--- config.mk ---
export PLATFORM = sky130hd
export DESIGN_NAME = ps_cfg_master
export DESIGN_NICKNAME = d
export VERILOG_FILES = /design/src/rtl/ps_cfg_pkg.sv /design/src/rtl/ps_cfg_tick.sv /design/src/rtl/ps_cfg_shift.sv /design/src/rtl/ps_cfg_master.sv
export SDC_FILE = /design/constraint.sdc
export NUM_CORES = 1
export LEC_CHECK = 0
export BUFFER_PORTS_ARGS = -buffer_cell sky130_fd_sc_hd__buf_2
export CAP_MARGIN = 20
export CORE_MARGIN = 1
export CORE_UTILIZATION = 50
export CTS_CLUSTER_DIAMETER = 150
export DETAILED_ROUTE_END_ITERATION = 10
export GPL_TIMING_DRIVEN = 0
export HOLD_SLACK_MARGIN = 0.15
export PLACE_DENSITY = 0.76
export REMOVE_ABC_BUFFERS = 1
export SYNTH_ARGS = -nofsm -noshare
export SYNTH_HDL_FRONTEND = slang
export SYNTH_SLANG_ARGS = --single-unit
--- constraint.sdc ---
create_clock -name clk -period 1.92 [get_ports clk]
set_input_delay 0.288 -clock clk [delete_from_list [all_inputs] [get_ports clk]]
set_output_delay 0.288 -clock clk [all_outputs]
set_load 0.03 [all_outputs]
--- src/rtl/ps_cfg_pkg.sv ---
package ps_cfg_pkg;

    typedef enum logic [2:0] {
        ST_IDLE,
        ST_HOLD,
        ST_SETTLE,
        ST_WAITREL,
        ST_DATA,
        ST_CHKDONE,
        ST_TRAIL
    } cfg_state_t;

    typedef enum logic [1:0] {
        PH_LOW,
        PH_SETUP,
        PH_HIGH
    } bit_phase_t;

    localparam logic [2:0] ERR_NONE   = 3'd0;
    localparam logic [2:0] ERR_NOSTAT = 3'd1;
    localparam logic [2:0] ERR_TMO    = 3'd2;
    localparam logic [2:0] ERR_NODONE = 3'd3;
    localparam logic [2:0] ERR_ABORT  = 3'd4;

endpackage

--- src/rtl/ps_cfg_tick.sv ---
module ps_cfg_tick #(
    parameter int DIV_W = 8
) (
    input  logic             clk,
    input  logic             rst_n,
    input  logic             en_i,
    input  logic [DIV_W-1:0] div_i,
    output logic             tick_o
);

    logic [DIV_W-1:0] cnt_q;

    assign tick_o = en_i && (cnt_q >= div_i);

    always_ff @(posedge clk) begin
        if (!rst_n || !en_i || tick_o) begin
            cnt_q <= '0;
        end else begin
            cnt_q <= cnt_q + 1'b1;
        end
    end

    AST_TICK_GAP: assert property (@(posedge clk) disable iff (!rst_n)
        (tick_o && div_i != '0) |=> (!tick_o || div_i == '0));

endmodule

--- src/rtl/ps_cfg_shift.sv ---
module ps_cfg_shift
    import ps_cfg_pkg::*;
#(
    parameter int BYTE_W = 8
) (
    input  logic              clk,
    input  logic              rst_n,
    input  logic              clr_i,
    input  logic              load_i,
    input  logic [BYTE_W-1:0] byte_i,
    input  logic              tick_i,
    output logic              empty_o,
    output logic              clk_o,
    output logic              dat_o
);

    localparam int BC_W = $clog2(BYTE_W + 1);

    logic [BYTE_W-1:0] sreg_q;
    logic [BC_W-1:0]   bits_q;
    bit_phase_t        ph_q;

    assign empty_o = (bits_q == '0);

    always_ff @(posedge clk) begin
        if (!rst_n || clr_i) begin
            sreg_q <= '0;
            bits_q <= '0;
            ph_q   <= PH_LOW;
            clk_o  <= 1'b0;
            dat_o  <= 1'b0;
        end else if (load_i) begin
            sreg_q <= byte_i;
            bits_q <= BC_W'(BYTE_W);
            ph_q   <= PH_LOW;
            clk_o  <= 1'b0;
        end else if (tick_i && !empty_o) begin
            unique case (ph_q)
                PH_LOW: begin
                    dat_o <= sreg_q[0];
                    ph_q  <= PH_SETUP;
                end
                PH_SETUP: begin
                    clk_o <= 1'b1;
                    ph_q  <= PH_HIGH;
                end
                PH_HIGH: begin
                    clk_o  <= 1'b0;
                    sreg_q <= sreg_q >> 1;
                    bits_q <= bits_q - 1'b1;
                    ph_q   <= PH_LOW;
                end
                default: ph_q <= PH_LOW;
            endcase
        end
    end

    AST_SH_STALL: assert property (@(posedge clk) disable iff (!rst_n)
        empty_o |-> !clk_o);
    AST_SH_LOAD_EMPTY: assert property (@(posedge clk) disable iff (!rst_n)
        load_i |-> empty_o);

endmodule

--- src/rtl/ps_cfg_master.sv ---
module ps_cfg_master
    import ps_cfg_pkg::*;
#(
    parameter int CLK_HZ       = 125_000_000,
    parameter int HOLD_CYC     = CLK_HZ / 500_000,
    parameter int SETTLE_CYC   = CLK_HZ / 500_000,
    parameter int WAIT_CYC     = CLK_HZ / 10,
    parameter int TRAIL_PULSES = 12,
    parameter int CNT_W        = 16,
    parameter int DIV_W        = 8
) (
    input  logic             clk,
    input  logic             rst_n,
    input  logic             start_i,
    input  logic             abort_i,
    input  logic [CNT_W-1:0] byte_count_i,
    input  logic [DIV_W-1:0] clk_div_i,
    input  logic [7:0]       s_data_i,
    input  logic             s_valid_i,
    output logic             s_ready_o,
    output logic             tgt_reset_n_o,
    output logic             tgt_clk_o,
    output logic             tgt_dat_o,
    input  logic             tgt_stat_n_i,
    input  logic             tgt_done_i,
    output logic             busy_o,
    output logic             ok_o,
    output logic [2:0]       err_o
);

    localparam int TMAX = (WAIT_CYC > HOLD_CYC) ?
                          ((WAIT_CYC > SETTLE_CYC) ? WAIT_CYC : SETTLE_CYC) :
                          ((HOLD_CYC > SETTLE_CYC) ? HOLD_CYC : SETTLE_CYC);
    localparam int TW   = $clog2(TMAX + 1);
    localparam int TCW  = $clog2(TRAIL_PULSES + 1);

    cfg_state_t       state_q, state_d;
    logic [TW-1:0]    tmr_q;
    logic [CNT_W-1:0] sent_q;
    logic [TCW-1:0]   tcnt_q;
    logic             tclk_q;
    logic             tmr_clr, fail, fin_ok;
    logic [2:0]       fin_err;
    logic             tick, tick_en, hs, sh_clr;
    logic             sh_empty, sh_clk, sh_dat;

    assign hs      = s_valid_i && s_ready_o;
    assign tick_en = (state_q == ST_DATA && !sh_empty) || state_q == ST_TRAIL;
    assign sh_clr  = !(state_q == ST_DATA || state_q == ST_CHKDONE ||
                       state_q == ST_TRAIL);

    ps_cfg_tick #(.DIV_W(DIV_W)) tick_i (
        .clk   (clk),
        .rst_n (rst_n),
        .en_i  (tick_en),
        .div_i (clk_div_i),
        .tick_o(tick)
    );

    ps_cfg_shift #(.BYTE_W(8)) shift_i (
        .clk    (clk),
        .rst_n  (rst_n),
        .clr_i  (sh_clr),
        .load_i (hs),
        .byte_i (s_data_i),
        .tick_i (tick),
        .empty_o(sh_empty),
        .clk_o  (sh_clk),
        .dat_o  (sh_dat)
    );

    // Next-state logic
    always_comb begin
        state_d = state_q;
        tmr_clr = 1'b0;
        fail    = 1'b0;
        fin_ok  = 1'b0;
        fin_err = ERR_NONE;
        unique case (state_q)
            ST_IDLE: begin
                if (start_i) begin
                    state_d = ST_HOLD;
                    tmr_clr = 1'b1;
                end
            end
            ST_HOLD: begin
                if (tmr_q == TW'(HOLD_CYC - 1)) begin
                    tmr_clr = 1'b1;
                    if (tgt_stat_n_i) begin
                        fail    = 1'b1;
                        fin_err = ERR_NOSTAT;
                    end else begin
                        state_d = ST_SETTLE;
                    end
                end
            end
            ST_SETTLE: begin
                if (tmr_q == TW'(SETTLE_CYC - 1)) begin
                    state_d = ST_WAITREL;
                    tmr_clr = 1'b1;
                end
            end
            ST_WAITREL: begin
                if (tgt_stat_n_i) begin
                    state_d = ST_DATA;
                end else if (tmr_q == TW'(WAIT_CYC - 1)) begin
                    fail    = 1'b1;
                    fin_err = ERR_TMO;
                end
            end
            ST_DATA: begin
                if (abort_i) begin
                    fail    = 1'b1;
                    fin_err = ERR_ABORT;
                end else if (sent_q == byte_count_i && sh_empty) begin
                    state_d = ST_CHKDONE;
                end
            end
            ST_CHKDONE: begin
                if (tgt_done_i) begin
                    state_d = ST_TRAIL;
                end else begin
                    fail    = 1'b1;
                    fin_err = ERR_NODONE;
                end
            end
            ST_TRAIL: begin
                if (tick && tclk_q && tcnt_q == TCW'(TRAIL_PULSES - 1)) begin
                    state_d = ST_IDLE;
                    fin_ok  = 1'b1;
                end
            end
            default: state_d = ST_IDLE;
        endcase
        if (fail) begin
            state_d = ST_IDLE;
        end
    end

    // State and sequencing registers
    always_ff @(posedge clk) begin
        if (!rst_n) begin
            state_q <= ST_IDLE;
            tmr_q   <= '0;
            sent_q  <= '0;
            tcnt_q  <= '0;
            tclk_q  <= 1'b0;
            ok_o    <= 1'b0;
            err_o   <= ERR_NONE;
        end else begin
            state_q <= state_d;
            tmr_q   <= (tmr_clr || state_q == ST_IDLE) ? '0 : tmr_q + 1'b1;
            if (state_q == ST_IDLE && start_i) begin
                sent_q <= '0;
                tcnt_q <= '0;
                tclk_q <= 1'b0;
                ok_o   <= 1'b0;
                err_o  <= ERR_NONE;
            end
            if (hs) begin
                sent_q <= sent_q + 1'b1;
            end
            if (state_q == ST_TRAIL && tick) begin
                tclk_q <= !tclk_q;
                if (tclk_q) begin
                    tcnt_q <= tcnt_q + 1'b1;
                end
            end
            if (fail) begin
                err_o <= fin_err;
            end
            if (fin_ok) begin
                ok_o <= 1'b1;
            end
        end
    end

    // Outputs
    always_comb begin
        busy_o        = (state_q != ST_IDLE);
        tgt_reset_n_o = (state_q != ST_HOLD);
        tgt_clk_o     = (state_q == ST_DATA && sh_clk) ||
                        (state_q == ST_TRAIL && tclk_q);
        tgt_dat_o     = sh_dat;
        s_ready_o     = (state_q == ST_DATA) && sh_empty &&
                        (sent_q != byte_count_i);
    end

    AST_NO_CLK_IN_RESET: assert property (@(posedge clk) disable iff (!rst_n)
        !tgt_reset_n_o |-> !tgt_clk_o);
    AST_DAT_AT_RISE: assert property (@(posedge clk) disable iff (!rst_n)
        $rose(tgt_clk_o) |-> $stable(tgt_dat_o));
    AST_READY_CLK_LOW: assert property (@(posedge clk) disable iff (!rst_n)
        s_ready_o |-> !tgt_clk_o);
    AST_HOLD_NEEDS_STAT: assert property (@(posedge clk) disable iff (!rst_n)
        (state_q == ST_SETTLE && $past(state_q) == ST_HOLD) |-> !$past(tgt_stat_n_i));
    AST_OK_NO_ERR: assert property (@(posedge clk) disable iff (!rst_n)
        ok_o |-> err_o == ERR_NONE);
    AST_BUSY_CLEARED: assert property (@(posedge clk) disable iff (!rst_n)
        busy_o |-> (!ok_o && err_o == ERR_NONE));

endmodule

# Yosys cells after proc, flatten, opt, wreduce, memory -nomap -nowiden
# Cells that the tools add are included.
# Widths: inputs -> output; s select.
# totals
ff_bits,76
wordCells,138
output_inout_bits,9
inputBits,39
# classes
bitwise,2
eq_ne,23
n_mux,47
order_cmp,1
addsub,5
reduce_logical,46
# op_table
op,count
$mux 3,12
$mux 16,2
$add 24x1->24 const B,1
$eq 24x24->1 const B,1
$eq 24x8->1 const B,1
$mux 4,6
$mux 8,3
$pmux 3 s7,1
$add 16x1->16 const B,1
$eq 16x16->1,1
$ne 16x16->1,1
$mux 1,15
$ne 2x2->1 const B,7
$reduce_bool 2->1,7
$logic_and 1x1->1,13
$pmux 3 s4,1
$eq 3x3->1 const B,3
$reduce_and 9->1,1
$add 8x1->8 const B,1
$ge 8x8->1,1
$logic_or 1x1->1,8
$reduce_or 2->1,4
$eq 3x2->1 const B,2
$mux 2,3
other kinds (19),28

# Logic depth before layout (Yosys ltp)
# Gate-level depths: netlist (run 1).
# logic_depth
depth_word,10
depth_mapped,9
mapped_depth_nobuf,8

# Cells and area by module
# From an unflattened synthesis (run 1), not the netlist that was laid out.
# unflattened
cells_unflattened,507
hier_area_um2,4254.1
# modules_own_cells
mod,seq_area_each_um2,area_each_um2,cells_per_inst,n_inst
ps_cfg_master,1041.0,2874.0,351,1
ps_cfg_shift,320.3,872.1,95,1
ps_cfg_tick,160.2,508.0,61,1

# Least setup slack after synthesis (run 1)
# OpenSTA, ideal clock, no wires.
# synth_timing
path_kind,flip-flop to flip-flop
start,register tick_i.cnt_q[0]
end,register tick_i.cnt_q[2]
path_stages_with_launch,9
n_path_buf,1
setup_time_ns,0.065
arrival_time_ns,2.032
setup_slack_ns,-0.177
synth_period_minus_slack_ns,2.097
required_time_ns,1.855
path_cell_list,dfxtp_1 inv_1 ha_1 nand2b_1 a2111oi_2 o41ai_2 buf_2 a2111o_1 nor2_1
# synth_between
elab_chain_len,3
elab_cells_between_ends,4
cone_classes,add/sub (1); order compare (1); reduce/logical (2)
# synth_lines
item,line,source
start: declaration,ps_cfg_tick.sv:11,logic [DIV_W-1:0] cnt_q;
start signal: assignment,ps_cfg_tick.sv:19,cnt_q <= cnt_q + 1'b1;
$ge 8x8->1,ps_cfg_tick.sv:13,assign tick_o = en_i && (cnt_q >= div_i);
$logic_and 1x1->1,ps_cfg_tick.sv:13,
$logic_or 1x1->1,ps_cfg_tick.sv:16,if (!rst_n || !en_i || tick_o) begin
# Several ways; a longest one is shown, not always the timed one.
# A chain may end at the register's enable or synchronous reset.

# Final worst setup path (run 1)
# layout_timing
start,register tick_i.cnt_q[2]
end,register tcnt_q[1]
# layout_between
elab_chain_len,4
# layout_lines
item,line,source
$ge 8x8->1,ps_cfg_tick.sv:13,
$logic_and 1x1->1,ps_cfg_tick.sv:13,
$logic_and 1x1->1,ps_cfg_master.sv:163,if (state_q == ST_TRAIL && tick) begin
$mux 4,ps_cfg_master.sv:163,
end signal: assignment,ps_cfg_master.sv:166,tcnt_q <= tcnt_q + 1'b1;
end: declaration,ps_cfg_master.sv:40,logic [TCW-1:0] tcnt_q;
# No other way between the ends.

==> results of run 1 <==
-- repair_timing --
item	in CTS	in global routing
endpoints found under the setup margin	77	77
pin swaps	40	57
gates resized for setup	70	92
cloned	3	3
setup buffers	27	13
-- registers in the layout, summed over array words and instances (netlist names) --
register	cells
shift_i.bits_q	4
err_o	3
shift_i.dat_o	1
tick_i.cnt_q	8
shift_i.sreg_q	8
tclk_q	1
tcnt_q	4
tmr_q	24
ok_o	1
state_q	3
shift_i.clk_o	1
shift_i.ph_q	2
sent_q	16
-- per-stage QoR --
stage                     hold WS, ps  cell area [um2]  utilization, %
after floorplan                   406             4030               -
after global placement            440             4390            55.9
after detailed placement          447             4390            55.9
after CTS                         166             5120            65.3
after global routing              225             5580            71.1
final                             222             5580            71.1
-- synthesized netlist by cell type, drive strengths merged (2+ instances only) --
cell	count	area, um2
nand3	32	165
nor4	11	75.1
nor2b	6	37.5
or3	3	18.8
a21oi	34	170
nor3	11	65.1
mux2i	4	40.0
xor2	38	333
nor3b	6	50.1
and3	10	62.6
a211oi	2	15.0
ha	18	225
o21a	5	37.5
dfxtp	76	1520
or3b	2	17.5
a31oi	5	31.3
and2	3	18.8
buf	9	42.5
clkbuf	11	41.3
o21ai	37	185
inv	20	75.1
nand4	16	115
and4	5	46.3
nor2	59	221
nand2	53	199
nor4b	4	35.0
nand2b	3	18.8
xnor2	10	87.6
-- cell families after synthesis --
logic type	count (synthesis)	share of synthesized area, %
AO/OA/AOI/OAI	94	13.4
XOR/XNOR	48	10.2
adder cells (fa/ha/maj)	19	5.72
buffers and inverters	40	3.86
flip-flops	76	37.0
multiplexers	4	0.974
AND/OR/NAND/NOR	228	28.8
-- worst max-delay path: stages, from the launching register on --
cell and delay [ps]:
dfxtp_4 360, ha_4 250, o21a_1 120, nor2_2 50
o41ai_4 390, nand4_1 300, buf_4 260, mux2i_1 240
nor2_1 60
-- cell type report --
type                       count  area [um2]
clock inverter                 7         123
inverter                      20        75.1
timing repair buffer          85         557
tap                          102         128
clock buffer                   9         124
sequential                    76        1580
fill                         523        2270
multi-input combinational    398        2990
-- report_power, final --
part / switching, mW / internal [mW]
logic: 0.218 / 0.133
registers: 0.0298 / 1.57
clock network: 0.655 / 0.872
-- worst max path at each step --
stage          cells past startpoint             from         endpoint
2_1_floorplan                      8  tick_i.cnt_q[0]        tcnt_q[2]
3_3_place_gp                       8  tick_i.cnt_q[0]        tcnt_q[2]
3_5_place_dp                       8  tick_i.cnt_q[0]        tcnt_q[2]
4_1_cts                            8  tick_i.cnt_q[0]  tick_i.cnt_q[3]
5_1_grt                            8  tick_i.cnt_q[3]        tcnt_q[1]
6_report                           8  tick_i.cnt_q[2]        tcnt_q[1]
-- metal layers --
metal,up-vias,routed length (um),global-route usage (%)
li1,1967,-,-
met1,1995,5110,30.4
met2,183,6120,44.5
met3,43,609,4.52
met4,0,382,12.4
met5,-,0,0
==> metrics.cfg, run 1 <==
[worst_setup_path]
path_max_fanout=5
required_ps=2140
regToRegEndpoint=tcnt_q[1]
rrSetupSlack_ps=-240
cp.arrival_ps=2380
cp-end-kind=flop
start_kind=flop
rr_startpoint=tick_i.cnt_q[2]
reg2regPathDepth=8
crit_type=reg2reg

[cells_and_area]
fin_nets=647
drive_gt1_share_pct=37.8
final_common_cell=nor2_1
final_cell_mix=54 x nor2_1, 49 x dfxtp_1, 46 x buf_2
syn2layout_area_growth_pct=35.7
fin_cells=697
n_antenna_cell=0

[clock_network]
cts_tree=yes
clk_pin_slew_ps=90
cts_made_buffers=9
clock-sinks=76
cts.path.max_buffers=2
postCtsHoldBufs=0
clk_latency_ps=360
cts_root_buf=clkbuf_8
htreeDepth=3

[place]
dp_hpwl_um=6380
pre_cts_ws_ps=-1050
place_congestion=0.853
port-buffer-count=47
place_inst=638

[synthesis]
synth_seq_area_share_pct=37.0
ys_types=52
synth-edff-count=0
syn_inst=509
async_flop_share_pct=0
synthFlopType=dfxtp_1
ys_warn_count=0
synth_area_per_cell_um2=8.08
synth_seq_cells=76
syn_area_um2=4110

[power_and_ir_drop]
p_total_mw=3.48
p_leak_nw=2.12
p_per_area_nw_per_um2=624
ir_worst_vdd_mv=0.390

[min_path]
holdPathEnd=shift_i.sreg_q[2]
hp-start=s_data_i[2]
worstHoldPathType=in2reg
min_path_cells=3

[timing]
finalCritPeriodShare_pct=113
setup_tns_ps=-3950
worst_pin_slew_ps=1010
skew_ps=13.2
setup_viol=34
slew_headroom_pct=32.7
slew_viol_final=0
rsz0062_at_grt=yes
worst_slack_ps=-245
finalHoldViolations=0
min_period_ps=2160
fmax_mhz=462

[drt]
wl_um=12200
viasPerCell=6.01
drtAntennaViolNets=0
vias=4188
drtIter0Drc=382
firstDrtPassIters=5
drc=0
wire_per_inst_um=17.5

[global_routing]
antenna_found_initial=0
grt_overflow=0
grt_pass1_wl_um=17700
grtUsageTotal_pct=25.6
grt_max_degree=26
grt_pass1_vias=3892

[outcome]
violations=setup timing
run_status=finished, violations left

[die]
start_util_pct=52.4
dieArea_um2=8590
num_io_pins=48
core-area_um2=7850
die_h_um=92.7
rows=32
die_w_um=92.7

[job]
drv_cap=0

Power figures use the tool's default switching activity.
==> inputs of run 2 (changes only) <==
--- a/config.mk
+++ b/config.mk
@@ -5,15 +5,15 @@
 export SDC_FILE = /design/constraint.sdc
 export NUM_CORES = 1
 export LEC_CHECK = 0
+export ABC_AREA = 1
 export BUFFER_PORTS_ARGS = -buffer_cell sky130_fd_sc_hd__buf_2
 export CAP_MARGIN = 20
-export CORE_MARGIN = 1
 export CORE_UTILIZATION = 50
 export CTS_CLUSTER_DIAMETER = 150
 export DETAILED_ROUTE_END_ITERATION = 10
 export GPL_TIMING_DRIVEN = 0
 export HOLD_SLACK_MARGIN = 0.15
-export PLACE_DENSITY = 0.76
+export PLACE_DENSITY = 0.72
 export REMOVE_ABC_BUFFERS = 1
 export SYNTH_ARGS = -nofsm -noshare
 export SYNTH_HDL_FRONTEND = slang
==> constraint.sdc (replaced) <==
create_clock -name clk -period 2.3 [get_ports clk]
set_input_delay 0.345 -clock clk [delete_from_list [all_inputs] [get_ports clk]]
set_output_delay 0.345 -clock clk [all_outputs]
set_load 0.03 [all_outputs]
==> run 2 against run 1 <==
The flow now finishes without violations. Sequential power down 11%. Via count up 15%. Cell count up 29%. Critical path depth up 2. Cell area down 4.5%. Global-route usage down 2.6 points. Clock power down 31%. Core utilization down 13 points. Setup slack better by 360 ps. Total power down 5.6%. Highest routed layer unchanged.
==> metrics.cfg, run 2 <==
[outcome]
run_status=finished clean

[synthesis]
synth_top_area_share_pct=32.3  ; -4.7 points
synth_common_cells=181 x nand2_1, 105 x inv_1, 97 x nor2_1, 76 x dfxtp_1, 63 x nand3_1
synthSimpleGateAreaFrac_pct=39.2  ; +10 points
synthMostInstantiatedCell=nand2_1
ys_types=38  ; -27%
synthAdderAreaFrac_pct=4.78  ; -0.94 points
syn_area_um2=4710  ; +15%
synth_seq_cells=76  ; unchanged
synth_compound_area_share_pct=8.76  ; -4.6 points
synth_seq_area_share_pct=32.3  ; -4.7 points
synth_xor_area_share_pct=3.72  ; -6.5 points
ys_warn_count=0  ; unchanged
synth_top_family_by_area=simple AND/OR/NAND/NOR gates
synthTopCellsByArea=dfxtp_1 32%, nand2_1 14%, inv_1 8.4%
synth.area.mux_share_pct=0  ; -0.97 points
syn_inst=736  ; +45%
yosys.area.top_type=dfxtp_1
async_flop_share_pct=0  ; unchanged
synthFlopType=dfxtp_1
synth_area_per_cell_um2=6.40  ; -21%
synth-edff-count=0  ; unchanged

[worst_setup_path]
path_max_fanout=9  ; +4
cpMaxStageDelayCell=dfxtp_1
crit_type=reg2out
critPathMaxStageDelay_ps=380  ; about the same
start_kind=flop
crit_chain=inv_1, nand2_1, nand2_1, nor2_1, nand2_1, nor2_4, nand2_4, nand2_2, nor2_1, buf_2
crit_top_cell=nand2_1
required_ps=1960  ; -180 ps
cp.arrival_ps=1840  ; -540 ps
cp-end-kind=primary output

[drt]
firstDrtPassIters=4  ; -1
drc=0  ; unchanged
wl_um=11000  ; -10%
drtAntennaViolNets=0  ; unchanged
vias=4797  ; +15%
drtIter0Drc=308  ; -19%
viasPerCell=5.32  ; -11%
wire_per_inst_um=12.2  ; -31%

[cells_and_area]
largest-register=tmr_q
drive_gt1_share_pct=12.9  ; -25 points
multi_input_area_um2=2720  ; -8.9%
nFillCells=909  ; +74%
syn2layout_area_growth_pct=13.0
fin_util_pct=57.9  ; -13 points
final_common_cell=nand2_1
seq_area_um2=1530  ; -3.6%
largest_register_ffs=24  ; unchanged
fin_nets=842  ; +30%
n_antenna_cell=0  ; unchanged
top_regs=tmr_q (24), sent_q (16)
fin_cells=901  ; +29%
design_area_um2=5330  ; -4.5%
final_cell_mix=178 x nand2_1, 105 x inv_1, 95 x nor2_1

[place]
place_inst=874  ; +37%
port-buffer-count=47  ; unchanged
pre_cts_ws_ps=-256  ; +793 ps
place_congestion=0.920  ; +7.9%
dp_hpwl_um=7610  ; +19%
dpl-instance-area_um2=4980  ; +14%

[die]
die_w_um=99.1  ; +6.9%
start_util_pct=51.3  ; -1.1 points
core-area_um2=9200  ; +17%
rows=35  ; +9.4%
num_io_pins=48  ; unchanged
die_h_um=99.1  ; +6.9%
dieArea_um2=9820  ; +14%

[power_and_ir_drop]
p_int_mw=2.17  ; -16%
clock_power_share_pct=32.1  ; -12 points
ir_worst_vdd_mv=0.547  ; +40%
pwr-share-seq_pct=43.1  ; -2.9 points
p_per_area_nw_per_um2=617  ; -1.2%
switching_share_pct=33.9  ; +7.9 points
p_switching_mw=1.11  ; +23%
combPwrFrac_pct=24.8  ; +15 points
p_leak_nw=2.29  ; +8.2%

[timing]
hold_slack_ps=265  ; +43.0 ps
worst_pin_slew_ps=1020  ; +11.8 ps
worst_slack_ps=119  ; +364 ps
setup_viol=0  ; -100%
fmax_mhz=459
min_period_ps=2180
finalCritPeriodShare_pct=94.8
skew_ps=14.5  ; +1.27 ps
slew_viol_final=0  ; unchanged
slew_headroom_pct=31.8  ; -0.90 points
finalHoldViolations=0  ; unchanged

[clock_network]
clock-sinks=76  ; unchanged
htreeDepth=3  ; unchanged
cts_root_buf=clkbuf_8
clk_latency_ps=360  ; about the same
clk_pin_slew_ps=90  ; about the same
cts_tree=yes
cts_made_buffers=9  ; unchanged
cts.path.max_buffers=2  ; unchanged

[job]
drv_cap=0  ; unchanged

[global_routing]
grt_pass1_vias=4258  ; +9.4%
grt_pass1_wl_um=18400  ; +4.3%
grt_overflow=0  ; unchanged
grt_max_degree=36  ; +38%
grtUsageTotal_pct=23.0  ; -2.6 points
antenna_found_initial=0  ; unchanged

[min_path]
worstHoldPathType=in2reg

==> run 2: worst max-delay path: cells and delay by family, from the launching register on <==
kind	cells	cell delay (ps)
buffers and inverters	2	270
DFF	1	380
and+or+nand+nor	8	830
==> run 2: final timing paths <==
path	startpoint	to	slack, ps	cells after the start
max	sent_q[10]	s_ready_o	120	10
min	s_data_i[7]	shift_i.sreg_q[7]	260	3
max reg2reg	tick_i.cnt_q[0]	shift_i.bits_q[1]	270	11
min reg2reg	shift_i.dat_o	shift_i.dat_o	460	2
==> run 2: cell type report <==
class	instances	share of cell area (%)
well taps	111	2.61
clock inverters	4	0.893
inverters	109	7.68
flip-flops and latches	76	28.6
clock buffers	12	2.91
multi-input cells	532	51.1
repair buffers	57	6.13
==> run 2: through the flow <==
step / setup TNS (ps) / power (mW)
detailed placement: -2970 / 2.19
global route: -10.5 / 3.45
CTS: 0 / 3.27
finish: 0 / 3.28
floorplan: -15.2 / 1.96
global placement: -8070 / 2.16
==> run 2: power by group through the flow <==
stage                     Combinational [mW]  Clock (mW)  Sequential, mW
after floorplan                        0.512           0            1.44
final                                  0.813        1.06            1.42
after global routing                   0.900        1.13            1.42
after global placement                 0.721           0            1.44
after CTS                              0.771        1.08            1.41
after detailed placement               0.748           0            1.45
==> run 2: cells by family after synthesis <==
group,after synthesis
compound gates,76
simple gates,415
buf+inv,131
flops,76
xor+xnor,20
fa+ha+maj,18
==> run 2: per-layer routing <==
| layer | wire length, um | vias to the layer above | global-route usage, % |
|---|---|---|---|
| li1 | - | 2471 | - |
| met1 | 5110 | 2161 | 29.6 |
| met2 | 5000 | 146 | 38.2 |
| met3 | 666 | 19 | 3.37 |
| met4 | 183 | 0 | 10.7 |
| met5 | 0 | - | 0 |
==> run 2: what timing repair did <==
| action | 4_1_cts | 5_1_grt |
|---|---|---|
| hold buffers | 0 | 0 |
| setup buffers | 1 | 7 |
| pin swaps | 3 | 3 |
| gates resized for setup | 6 | 7 |
| endpoints found under the setup margin | 37 | 36 |
| gates cloned | 2 | 1 |
==> inputs of run 3 (changes only) <==
==> constraint.sdc (replaced) <==
create_clock -name clk -period 2.3 [get_ports clk]
set_input_delay 0.23 -clock clk [delete_from_list [all_inputs] [get_ports clk]]
set_output_delay 0.23 -clock clk [all_outputs]
set_load 0.03 [all_outputs]
==> run 3 against run 2 <==
Critical path depth stayed put. Die area did not move. Core utilization fell by 0.48 points. Critical path type unchanged. Largest power group unchanged.
==> metrics.cfg, run 3 (same netlist as run 2, synthesis figures left out) <==
[min_path]
worstHoldPathType=in2reg

[drt]
wl_um=10900  ; -0.58%
wire_per_inst_um=12.2  ; -0.14%
drtIter0Drc=321  ; +4.2%
vias=4795  ; -0.042%
firstDrtPassIters=5  ; +1
drc=0  ; unchanged
viasPerCell=5.35  ; +0.40%
drtAntennaViolNets=0  ; unchanged

[cells_and_area]
n_antenna_cell=0  ; unchanged
top_regs=tmr_q (24), sent_q (16)
nFillCells=915  ; +0.66%
largest-register=tmr_q
design_area_um2=5280  ; -0.82%
syn2layout_area_growth_pct=12.1
final_cell_mix=179 x nand2_1, 105 x inv_1, 95 x nor2_1
final_common_cell=nand2_1
fin_nets=838  ; -0.48%
drive_gt1_share_pct=12.1  ; -0.82 points
largest_register_ffs=24  ; unchanged

[die]
die_h_um=99.1  ; unchanged
start_util_pct=51.3  ; unchanged
die_w_um=99.1  ; unchanged
dieArea_um2=9820  ; unchanged
num_io_pins=48  ; unchanged
core-area_um2=9200  ; unchanged
rows=35  ; unchanged

[job]
drv_cap=0  ; unchanged

[worst_setup_path]
start_kind=flop
path_max_fanout=13  ; +4
cp-end-kind=primary output
crit_buf_inv=2  ; unchanged
rrSetupSlack_ps=270  ; about the same
critPathMaxStageDelay_ps=380  ; about the same
crit_type=reg2out
cp.arrival_ps=1900  ; +60 ps
cpMaxStageDelayCell=dfxtp_1
crit_top_cell=nand2_1
crit_chain=inv_1, nand2_1, nand2_1, nor2_1, nand2_1, nor2_4, nand2_4, nand2_2, nor2_1, buf_2
cp_top_family=simple AND/OR/NAND/NOR gates
required_ps=2070  ; +110 ps

[global_routing]
grt_pass1_wl_um=18500  ; +0.52%
grt_max_degree=26  ; -28%
grt_pass1_vias=4271  ; +0.31%
grt_overflow=0  ; unchanged
grtUsageTotal_pct=23.1  ; +0.11 points
antenna_found_initial=0  ; unchanged

[timing]
finalCritPeriodShare_pct=92.8  ; -2.0 points
setup_tns_ps=0  ; unchanged
finalHoldViolations=0  ; unchanged
setup_viol=0  ; unchanged
rsz0062_at_grt=no
min_period_ps=2130  ; -45.6 ps
hold_slack_ps=218  ; -46.9 ps
slew_headroom_pct=32.0  ; +0.20 points
fmax_mhz=468  ; +2.1%
skew_ps=10.2  ; -4.28 ps
worst_pin_slew_ps=1020  ; -3.01 ps
slew_viol_final=0  ; unchanged

[power_and_ir_drop]
p_per_area_nw_per_um2=618  ; +0.26%
p_leak_nw=2.27  ; -0.89%
ir_worst_vdd_mv=0.547  ; about the same
p_total_mw=3.27  ; -0.57%

[place]
port-buffer-count=47  ; unchanged
dpl-instance-area_um2=4980  ; unchanged
place_congestion=0.920  ; unchanged
dp_hpwl_um=7610  ; unchanged

[clock_network]
cts_tree=yes
clk_latency_ps=350  ; about the same
clock-sinks=76  ; unchanged
clk_pin_slew_ps=80  ; about the same
htreeDepth=3  ; unchanged
cts.path.max_buffers=2  ; unchanged
cts_root_buf=clkbuf_8
cts_made_buffers=9  ; unchanged

[outcome]
run_status=finished clean

## run 3: changes by cell type in the layout (fill, tap and decap cells not counted)
cell and change:
nand2_1 +1, dfxtp_2 -1, buf_4 -4, nand2_2 -1, buf_12 -1, dlygate4sd3_1 +1, dfxtp_1 +1
## run 3: final cells by class
class / count / area, um2 / area share (%)
clock buffers: 12 / 155 / 2.94
clock inverters: 4 / 47.5 / 0.900
inverters: 109 / 409 / 7.75
multi-input cells: 532 / 2720 / 51.5
flip-flops and latches: 76 / 1520 / 28.8
well taps: 111 / 139 / 2.63
repair buffers: 53 / 287 / 5.42
## run 3: path summary, 6_finish.rpt
check                  startpoint                 to  depth (start not counted)
setup reg to reg  tick_i.cnt_q[0]  shift_i.bits_q[1]                         11
hold reg to reg     shift_i.dat_o      shift_i.dat_o                          2
hold / removal            abort_i           err_o[2]                          3
setup / recovery       sent_q[10]          s_ready_o                         10
## run 3: what timing repair did
action / 4_1_cts / 5_1_grt
endpoints found under the hold margin: 1 / 0
resized for setup: 4 / 7
hold buffers: 1 / 0
endpoints found under the setup margin: 37 / 30
pin swaps: 3 / 1
buffers inserted: 1 / 2
gates cloned: 3 / 0
## run 3: worst min-delay path: stages
cell     delay [ps]
buf_2           100
nand3_1         110
a21oi_1          80
## run 3: routing by layer
metal | up-vias | GRT usage (%) | wire length (um)
li1 | 2463 | - | -
met1 | 2163 | 30.0 | 5090
met2 | 147 | 38.1 | 4980
met3 | 22 | 3.37 | 629
met4 | 0 | 10.7 | 202
met5 | - | 0 | 0
## run 3: power by group
part / total (mW) / leakage (nW) / switching (mW) / internal [mW]
Combinational: 0.800 / 1.55 / 0.554 / 0.246
Sequential: 1.42 / 0.614 / 0.0565 / 1.36
Clock: 1.05 / 0.102 / 0.493 / 0.558
Total: 3.27 / 2.27 / 1.10 / 2.16
## run 3: through the flow
stage | setup slack [ps] | instances | util (%)
global route | 14.4 | 897 | 57.4
floorplan | -15.2 | 714 | -
global placement | -641 | 872 | 54.0
detailed placement | -166 | 874 | 54.2
finish | 165 | 897 | 57.4
CTS | 24.4 | 895 | 57.0
